==> src/rtl/tbt_pkg.sv <==
package tbt_pkg;
  localparam int CNT_W   = 16;
  localparam int PSEL_W  = 3;
  localparam int PS_BASE = 3;

  typedef enum logic [1:0] {
    SRC_PRESCALE = 2'b00,
    SRC_AUX      = 2'b01,
    SRC_EXT      = 2'b10,
    SRC_OFF      = 2'b11
  } src_e;
endpackage

==> src/rtl/tbt_prescaler.sv <==
module tbt_prescaler #(
  parameter int PSEL_W  = 3,
  parameter int PS_BASE = 3
) (
  input  logic                   clk,
  input  logic                   rst,
  output logic [2**PSEL_W-1:0]   tick_o
);
  localparam int NSEL  = 2**PSEL_W;
  localparam int DIV_W = PS_BASE + NSEL - 1;

  logic [DIV_W-1:0] div_q;

  always_ff @(posedge clk) begin
    if (rst) div_q <= '0;
    else     div_q <= div_q + 1'b1;
  end

  // Tap n fires when the low PS_BASE+n bits are all ones: once per 2^(PS_BASE+n) clocks.
  for (genvar n = 0; n < NSEL; n++) begin : g_tap
    assign tick_o[n] = &div_q[PS_BASE+n-1:0];
  end

  a_r4_tick_gap: assert property (@(posedge clk) disable iff (rst)
    tick_o[0] |=> !tick_o[0]);
endmodule

==> src/rtl/tbt_edge_sync.sv <==
module tbt_edge_sync (
  input  logic clk,
  input  logic rst,
  input  logic pin_i,
  output logic rise_o
);
  logic s1_q, s2_q, prev_q;

  always_ff @(posedge clk) begin
    if (rst) begin
      s1_q   <= 1'b0;
      s2_q   <= 1'b0;
      prev_q <= 1'b0;
    end else begin
      s1_q   <= pin_i;
      s2_q   <= s1_q;
      prev_q <= s2_q;
    end
  end

  assign rise_o = s2_q & ~prev_q;

  a_r6_single_rise: assert property (@(posedge clk) disable iff (rst)
    rise_o |=> !rise_o);
endmodule

==> src/rtl/tbt_counter.sv <==
module tbt_counter #(
  parameter int CNT_W = 16
) (
  input  logic             clk,
  input  logic             rst,
  input  logic             en_i,
  input  logic             wr_i,
  input  logic [CNT_W-1:0] wdata_i,
  input  logic [CNT_W-1:0] reload_i,
  output logic [CNT_W-1:0] cnt_o,
  output logic             ovf_o
);
  localparam logic [CNT_W-1:0] TOP = '1;

  logic [CNT_W-1:0] cnt_q;
  logic             ovf_q;

  always_ff @(posedge clk) begin
    if (rst) begin
      cnt_q <= '0;
      ovf_q <= 1'b0;
    end else begin
      ovf_q <= 1'b0;
      if (wr_i) begin
        cnt_q <= wdata_i;
      end else if (en_i) begin
        if (cnt_q == TOP) begin
          cnt_q <= reload_i;
          ovf_q <= 1'b1;
        end else begin
          cnt_q <= cnt_q + 1'b1;
        end
      end
    end
  end

  assign cnt_o = cnt_q;
  assign ovf_o = ovf_q;

  a_r2_write_lands: assert property (@(posedge clk) disable iff (rst)
    wr_i |=> cnt_q == $past(wdata_i));
  a_r3_reload_on_ovf: assert property (@(posedge clk) disable iff (rst)
    ovf_q |-> cnt_q == $past(reload_i));
  a_r3_step_one: assert property (@(posedge clk) disable iff (rst)
    (en_i && !wr_i && cnt_q != TOP) |=> (cnt_q == $past(cnt_q) + 1'b1) && !ovf_q);
  a_r2_idle_hold: assert property (@(posedge clk) disable iff (rst)
    (!en_i && !wr_i) |=> $stable(cnt_q) && !ovf_q);
endmodule

==> src/rtl/dual_timebase.sv <==
module dual_timebase
  import tbt_pkg::*;
#(
  parameter int W   = CNT_W,
  parameter int PSW = PSEL_W,
  parameter int PSB = PS_BASE
) (
  input  logic           clk,
  input  logic           rst,
  input  logic           run_a,
  input  logic           run_b,
  input  logic [1:0]     src_a,
  input  logic [1:0]     src_b,
  input  logic [PSW-1:0] psel_a,
  input  logic [PSW-1:0] psel_b,
  input  logic           aux_ovf,
  input  logic           ext_cnt,
  input  logic [W-1:0]   reload_a,
  input  logic [W-1:0]   reload_b,
  input  logic           wr_a,
  input  logic           wr_b,
  input  logic [W-1:0]   wdata,
  output logic [W-1:0]   count_a,
  output logic [W-1:0]   count_b,
  output logic           ovf_a,
  output logic           ovf_b
);
  localparam int NT   = 2;
  localparam int NSEL = 2**PSW;

  logic [NSEL-1:0] tick;
  logic            ext_rise;

  tbt_prescaler #(.PSEL_W(PSW), .PS_BASE(PSB)) u_pre (
    .clk(clk), .rst(rst), .tick_o(tick)
  );

  tbt_edge_sync u_sync (
    .clk(clk), .rst(rst), .pin_i(ext_cnt), .rise_o(ext_rise)
  );

  logic [1:0]     src_v    [NT];
  logic [PSW-1:0] psel_v   [NT];
  logic           run_v    [NT];
  logic           wr_v     [NT];
  logic [W-1:0]   reload_v [NT];
  logic [W-1:0]   cnt_v    [NT];
  logic           ovf_v    [NT];

  assign src_v[0] = src_a;    assign src_v[1] = src_b;
  assign psel_v[0] = psel_a;  assign psel_v[1] = psel_b;
  assign run_v[0] = run_a;    assign run_v[1] = run_b;
  assign wr_v[0] = wr_a;      assign wr_v[1] = wr_b;
  assign reload_v[0] = reload_a; assign reload_v[1] = reload_b;

  for (genvar t = 0; t < NT; t++) begin : g_tmr
    localparam bit HAS_PIN = (t == 0);
    logic en;

    always_comb begin
      unique case (src_e'(src_v[t]))
        SRC_PRESCALE: en = tick[psel_v[t]];
        SRC_AUX:      en = aux_ovf;
        SRC_EXT:      en = HAS_PIN ? ext_rise : 1'b0;
        default:      en = 1'b0;
      endcase
      en = en & run_v[t];
    end

    tbt_counter #(.CNT_W(W)) u_cnt (
      .clk(clk), .rst(rst), .en_i(en), .wr_i(wr_v[t]),
      .wdata_i(wdata), .reload_i(reload_v[t]),
      .cnt_o(cnt_v[t]), .ovf_o(ovf_v[t])
    );
  end

  assign count_a = cnt_v[0];
  assign count_b = cnt_v[1];
  assign ovf_a   = ovf_v[0];
  assign ovf_b   = ovf_v[1];

  a_r7_b_pin_stopped: assert property (@(posedge clk) disable iff (rst)
    (src_b == 2'b10 && !wr_b) |=> $stable(count_b) && !ovf_b);
  a_r7_off_stopped: assert property (@(posedge clk) disable iff (rst)
    (src_a == 2'b11 && !wr_a) |=> $stable(count_a) && !ovf_a);
  a_r2_run_clear_hold: assert property (@(posedge clk) disable iff (rst)
    (!run_b && !wr_b) |=> $stable(count_b));
endmodule

==> config.mk <==
export PLATFORM = sky130hd
export DESIGN_NAME = dual_timebase
export DESIGN_NICKNAME = d
export VERILOG_FILES = /design/src/rtl/tbt_pkg.sv /design/src/rtl/tbt_prescaler.sv /design/src/rtl/tbt_edge_sync.sv /design/src/rtl/tbt_counter.sv /design/src/rtl/dual_timebase.sv
export SDC_FILE = /design/constraint.sdc
export NUM_CORES = 1
export LEC_CHECK = 0
export BUFFER_PORTS_ARGS = -buffer_cell sky130_fd_sc_hd__buf_2
export CAP_MARGIN = 20
export CORE_AREA = 2 2 83 85
export DETAILED_ROUTE_END_ITERATION = 10
export DIE_AREA = 0 0 85 87
export PLACE_DENSITY = 0.82
export SYNTH_ARGS = -nofsm -noshare
export SYNTH_HDL_FRONTEND = slang
export SYNTH_HIERARCHICAL = 1
export SYNTH_SLANG_ARGS = --single-unit
==> constraint.sdc <==
create_clock -name clk -period 6.5 [get_ports clk]
set_input_delay 0.65 -clock clk [delete_from_list [all_inputs] [get_ports clk]]
set_output_delay 0.65 -clock clk [all_outputs]
set_load 0.02 [all_outputs]
==> qor.yml, run 1 <==
status: "complete, no violations"
synth_compound_area_share_pct: 23.4
maxUsedRoutingLayer: "met4"
die_area_sq_um: 7400
p_int_uw: 466
r2r-start: "u_pre/div_q[0]"
path_cells: "ha_1 -> nand2_1 -> nor3_1 -> and3_1 -> mux2i_1 -> and3_1 -> o41ai_2 -> buf_4 -> nand2_1 -> nor4_1 -> o2111ai_1 -> o311a_1"
dp_hpwl_um: 7030
core_area_sq_um: 6570
io_buffer_count: 99
synthesis.nets: 449
max_freq_mhz: 329
wire_per_inst_um: 17.5
drt-vias-per-instance: 6.40
grt_overflow_total: 0
synth-simple-area-share_pct: 31.5
chipHeight_um: 87
syn_area_sq_um: 3140
required_ns: 6.69
vias: 3495
syn_avg_cell_area_sq_um: 8.32
p_sw_uw: 189
seq_area_frac_synth_pct: 30.0
cap_viol_max_count: 0
synth_edf_count: 0
start_kind: "flip-flop"
syn_inst: 377
place_area_sq_um: 3640
yosys.area.top_type: "dfxtp_1"
hold_class: "reg2reg"
slowest_stage: "nor3_1"
finalCriticalPeriod_ns: 3.04
wl_um: 9570
finalWeightedCongestion: 0.900
final_cell_area_sq_um: 3760
slew_viol_final: 0
finalCritPeriodShare_pct: 46.7
start_util_pct: 47.7
synth_top_area_share_pct: 30.0
cts_root_buf: "clkbuf_8"
min_path_cells: 1
cts_sinks: 47
cp_max_fo: 16
clock_path_buffers: 2
synthArstFlopShare_pct: 0
place_ws_ns: 3.48
power_density_nw_per_um2: 174
die_x_um: 85
io-pin-count: 100
num-nets-final: 538
synth_area_leaders: "dfxtp_1 30%, a21oi_1 4.5%, o21ai_0 4.5%"
endpoint_kind: "flip-flop"
crit_type: "reg2reg"
globalRouteTotalUtil_pct: 24.8
htreeDepth: 2
critical_path_arrival_ns: 3.23
synthAdderAreaFrac_pct: 2.39
drive_gt1_share_pct: 30.3
ff2ff_path_depth: 12
worst_pin_slew_ns: 0.758
synth_top_flop_cell: "dfxtp_1"
synth-seq-cells: 47
synth_top_family_by_area: "simple AND/OR/NAND/NOR gates"
crit_path_start: "u_pre/div_q[0]"
wl_met3_um: 875
cts_setup_buffers: 0
clk_pin_slew_ns: 0.09
synth_xor_area_share_pct: 3.07
hold_buffers: 0
p_seq_share_pct: 50.0
numCtsBuffers: 5
utilization_pct: 57.2
fin_ws_ns: 3.46
synth_mux_area_share_pct: 4.75
post_cts_resized: 0
dr_wl_met2_um: 4280
sw_frac_of_total_pct: 28.9
fin_worst_skew_ns: 0.00718
firstDrtPassIters: 7
grt_first_pass_wirelength_um: 15000
finalSetupViolations: 0
antenna_left: 0
area_delta_synth_final_pct: 19.8
antenna_found_initial: 0
drc: 0
peakVddDrop_uv: 125
route.layer.met1.wl_um: 4160
row_count: 30
combinationalPowerShare_pct: 17.6
p_clk_share_pct: 32.4
cp_slowest_stage_delay_ns: 0.40
slew_headroom_pct: 49.5
clock_latency_ns: 0.30
diodes: 0
rsz0062_at_grt: "false"
p_leak_nw: 1.49
drt_iter0_drc: 350
yosysWarningCount: 6
hold_viol_final: 0
fin_tns_setup_ns: 0
min_from: "u_sync/s1_q"
grt_pass1_vias: 3132
cts_tree: "yes"
synth.distinct_cells: 52
grt_max_degree: 40
metal layers:
metal | up-vias | track usage [%]
met5 | - | 0
met3 | 18 | 4.45
met1 | 1640 | 34.0
li1 | 1636 | -
met2 | 201 | 38.6
met4 | 0 | 10.2
registers in the layout, summed over array words and instances, names as in the netlist:
| register | count |
|---|---|
| g_tmr.u_cnt/cnt_o | 32 |
| u_pre/div_q | 10 |
| g_tmr.u_cnt/ovf_o | 2 |
| u_sync/prev_q | 1 |
| u_sync/s1_q | 1 |
| u_sync/s2_q | 1 |
placed cells by master, fill, tap and decap left out, types with 7 or more instances in the layout:
cell / synthesis / layout
inv_1: 12 / 12
nor3_1: 21 / 21
nand3_1: 17 / 17
nor3b_1: 17 / 17
nor4_1: 10 / 10
nor2_1: 12 / 12
o21ai_0: 28 / 28
o21a_1: 8 / 8
buf_2: 6 / 99
a21oi_1: 28 / 28
mux2i_1: 7 / 7
dfxtp_1: 47 / 47
nand2_1: 20 / 20
nand4_1: 8 / 8
o22ai_1: 16 / 16
nor2b_1: 7 / 7
cell usage after synthesis, drive strengths merged (5+ instances only):
| library cell | number |
|---|---|
| ha | 6 |
| inv | 12 |
| a31oi | 6 |
| o21a | 8 |
| or4 | 5 |
| nand2 | 20 |
| mux2i | 7 |
| nand4 | 13 |
| and3 | 7 |
| o21ai | 28 |
| a21oi | 28 |
| nand3 | 19 |
| nor2 | 12 |
| clkbuf | 15 |
| buf | 6 |
| nor3 | 23 |
| xnor2 | 6 |
| nor2b | 8 |
| xor2 | 5 |
| nor4 | 12 |
| o31ai | 5 |
| nor3b | 17 |
| dfxtp | 47 |
| o22ai | 16 |
cell families after synthesis:
group / after synthesis
buffers and inverters: 33
muxes: 12
and+or+nand+nor: 154
xor gates and xnor gates: 11
DFF: 47
AOI/OAI and AO/OA: 114
adders and majority gates: 6
critical path: cells and delay by family (launching register included):
family                   cells  cell delay (ns)
buffers and inverters        1             0.27
AND/OR/NAND/NOR              6             1.39
flip-flops                   1             0.38
multiplexers                 1             0.07
adder cells (fa/ha/maj)      1             0.20
AO/OA/AOI/OAI                3             0.63
power by group through the flow:
stage	sequential [mW]	combinational, mW	clock [mW]
after CTS	0.327	0.115	0.214
after floorplan	0.341	0.0536	0
after global placement	0.333	0.111	0
after global routing	0.330	0.125	0.227
after detailed placement	0.333	0.114	0
final	0.328	0.116	0.212
cell type report:
cell class	instances	area (sq um)
Clock buffer	6	72.6
Clock inverter	1	30.0
Fill cell	604	2810
Inverter	12	45.0
Multi-Input combinational cell	297	2040
Sequential cell	47	941
Tap cell	80	100
Timing Repair Buffer	103	526
path summary, 6_finish.rpt:
check | endpoint | slack, ns
worst max-delay path | g_tmr[0].u_cnt/cnt_o[12] | 3.46
worst min-delay path | u_sync/s2_q | 0.46
worst max register to register | g_tmr[0].u_cnt/cnt_o[12] | 3.46
worst min register to register | u_sync/s2_q | 0.46
through the flow:
step / instances / hold slack [ns] / power (mW)
2_1_floorplan: 377 / 0.414 / 0.394
3_3_place_gp: 537 / 0.419 / 0.444
3_5_place_dp: 537 / 0.447 / 0.447
4_1_cts: 544 / 0.459 / 0.656
5_1_grt: 546 / 0.469 / 0.682
6_report: 546 / 0.455 / 0.655
No activity file was read; power rests on OpenSTA's default activity.
==> run 2, diff against run 1 <==
Settings changed: CORE_AREA 2 2 83 85 to 2 2 85 87, DIE_AREA 0 0 85 87 to 0 0 87 89.
Clock period 6.5 ns to 2.55 ns, I/O delays scaled along.
==> qor.yml, run 2 (synthesis results as in run 1) <==
globalRouteTotalUtil_pct: 25.7
rsz0062_at_grt: "true"
dp_hpwl_um: 7430
cp_top_family: "compound AO/OA/AOI/OAI gates"
start_util_pct: 46.7
final_cells: 563
die_x_um: 87
multi_input_comb_area_sq_um: 2210
critical_path_arrival_ns: 2.72
io_buffer_count: 99
wire_per_inst_um: 18.4
path_cells: "nand4_4 -> nor3_4 -> ha_1 -> mux2i_1 -> and3_1 -> o41ai_4 -> nand2_2 -> buf_6 -> xor2_1 -> o21ai_1 -> a22o_2"
p_leak_nw: 1.65
finalWeightedCongestion: 0.929
largest_register_ffs: 32
drc: 0
diodes: 0
area_delta_synth_final_pct: 29.1
fin_worst_skew_ns: 0.00944
antenna_found_initial: 1
cts_sinks: 47
firstDrtPassIters: 5
clock_path_buffers: 2
nFillCells: 622
drt-vias-per-instance: 6.48
row_count: 30
htreeDepth: 2
cts_root_buf: "clkbuf_8"
clk_pin_slew_ns: 0.09
hold_viol_final: 0
drive_gt1_share_pct: 37.9
worst_pin_slew_ns: 0.501
max_freq_mhz: 396
crit_type: "reg2reg"
finalCritPeriodShare_pct: 98.9
die_area_sq_um: 7740
grt_pass1_vias: 3310
slew_viol_final: 0
drt_iter0_drc: 360
power_density_nw_per_um2: 393
hold_class: "in2reg"
utilization_pct: 60.2
layout_commonest_cell: "buf_2"
cp_slowest_stage_delay_ns: 0.47
critPathBufInv: 1
required_ns: 2.75
slowest_stage: "o41ai_4"
core_area_sq_um: 6720
grt_first_pass_wirelength_um: 15800
placed_cells: 555
start_kind: "flip-flop"
grt_overflow_total: 0
wl_um: 10400
antenna_left: 0
slew_headroom_pct: 66.3
cp_max_fo: 5
peakVddDrop_uv: 284
vias: 3647
endpoint_kind: "flip-flop"
status: "complete, no violations"
grt_max_degree: 31
cts_tree: "yes"
chipHeight_um: 89
finalSetupViolations: 0
io-pin-count: 100
numCtsBuffers: 5
final_cell_mix: "99 x buf_2, 41 x dfxtp_1, 26 x o21ai_0, 26 x a21oi_1, 18 x nor3_1"
clock_latency_ns: 0.30
cap_viol_max_count: 0
regArea_sq_um: 953
finalCriticalPeriod_ns: 2.52
num-nets-final: 556
## run 2: worst register-to-register path: cells and delay by family, from the launching register on
| family | cells | cell delay [ns] |
|---|---|---|
| AO/OA/AOI/OAI | 3 | 0.77 |
| AND/OR/NAND/NOR | 4 | 0.71 |
| flip-flops | 1 | 0.37 |
| adder cells (fa/ha/maj) | 1 | 0.21 |
| buffers and inverters | 1 | 0.16 |
| XOR/XNOR | 1 | 0.12 |
| multiplexers | 1 | 0.08 |
## run 2: final timing paths
| path | startpoint | end | slack (ns) | cells past startpoint |
|---|---|---|---|---|
| worst max-delay path | u_pre/div_q[5] | g_tmr[0].u_cnt/cnt_o[2] | 0.03 | 11 |
| worst min-delay path | reload_a[6] | g_tmr[0].u_cnt/cnt_o[6] | 0.16 | 2 |
| worst max register to register | u_pre/div_q[5] | g_tmr[0].u_cnt/cnt_o[2] | 0.03 | 11 |
| worst min register to register | u_sync/s1_q | u_sync/s2_q | 0.45 | 1 |
## run 2: metrics by stage
step | hold WS (ns) | setup slack [ns] | TNS (ns) | area, sq um | total power [mW]
detailed placement | 0.432 | -0.186 | -1.63 | 3790 | 1.15
CTS | 0.155 | -0.00812 | -0.00886 | 3960 | 1.58
global placement | 0.417 | -0.0210 | -0.0233 | 3790 | 1.14
global route | 0.165 | -0.0869 | -0.403 | 4050 | 1.66
floorplan | 0.327 | 0.00819 | 0 | 3160 | 1.01
finish | 0.157 | 0.0274 | 0 | 4050 | 1.59
## run 2: final cells by class
| cell class | instances | share of cell area (%) |
|---|---|---|
| inverter | 12 | 1.11 |
| tap | 80 | 2.47 |
| timing repair buffer | 120 | 16.5 |
| clock buffer | 6 | 1.79 |
| sequential | 47 | 23.6 |
| multi-input combinational | 298 | 54.5 |
## run 2: routing by layer
| layer | share of wire, % | track usage [%] |
|---|---|---|
| met1 | 40 | 34.4 |
| met2 | 47 | 41.4 |
| met3 | 10 | 4.99 |
| met4 | 3.0 | 9.23 |
| met5 | 0.096 | 0 |
## run 2: where the power goes
group / switching (mW) / total, mW / internal, mW / leakage (nW)
Clock: 0.249 / 0.432 / 0.184 / 0.0371
Sequential: 0.0670 / 0.836 / 0.769 / 0.389
Combinational: 0.176 / 0.321 / 0.145 / 1.22
Total: 0.492 / 1.59 / 1.10 / 1.65
## run 2: what timing repair did
action,in CTS,in global routing
setup endpoints to repair,18,30
pin swaps,8,6
gates resized for setup,20,20
setup buffers,2,0
hold buffers,0,0
cloned,0,1
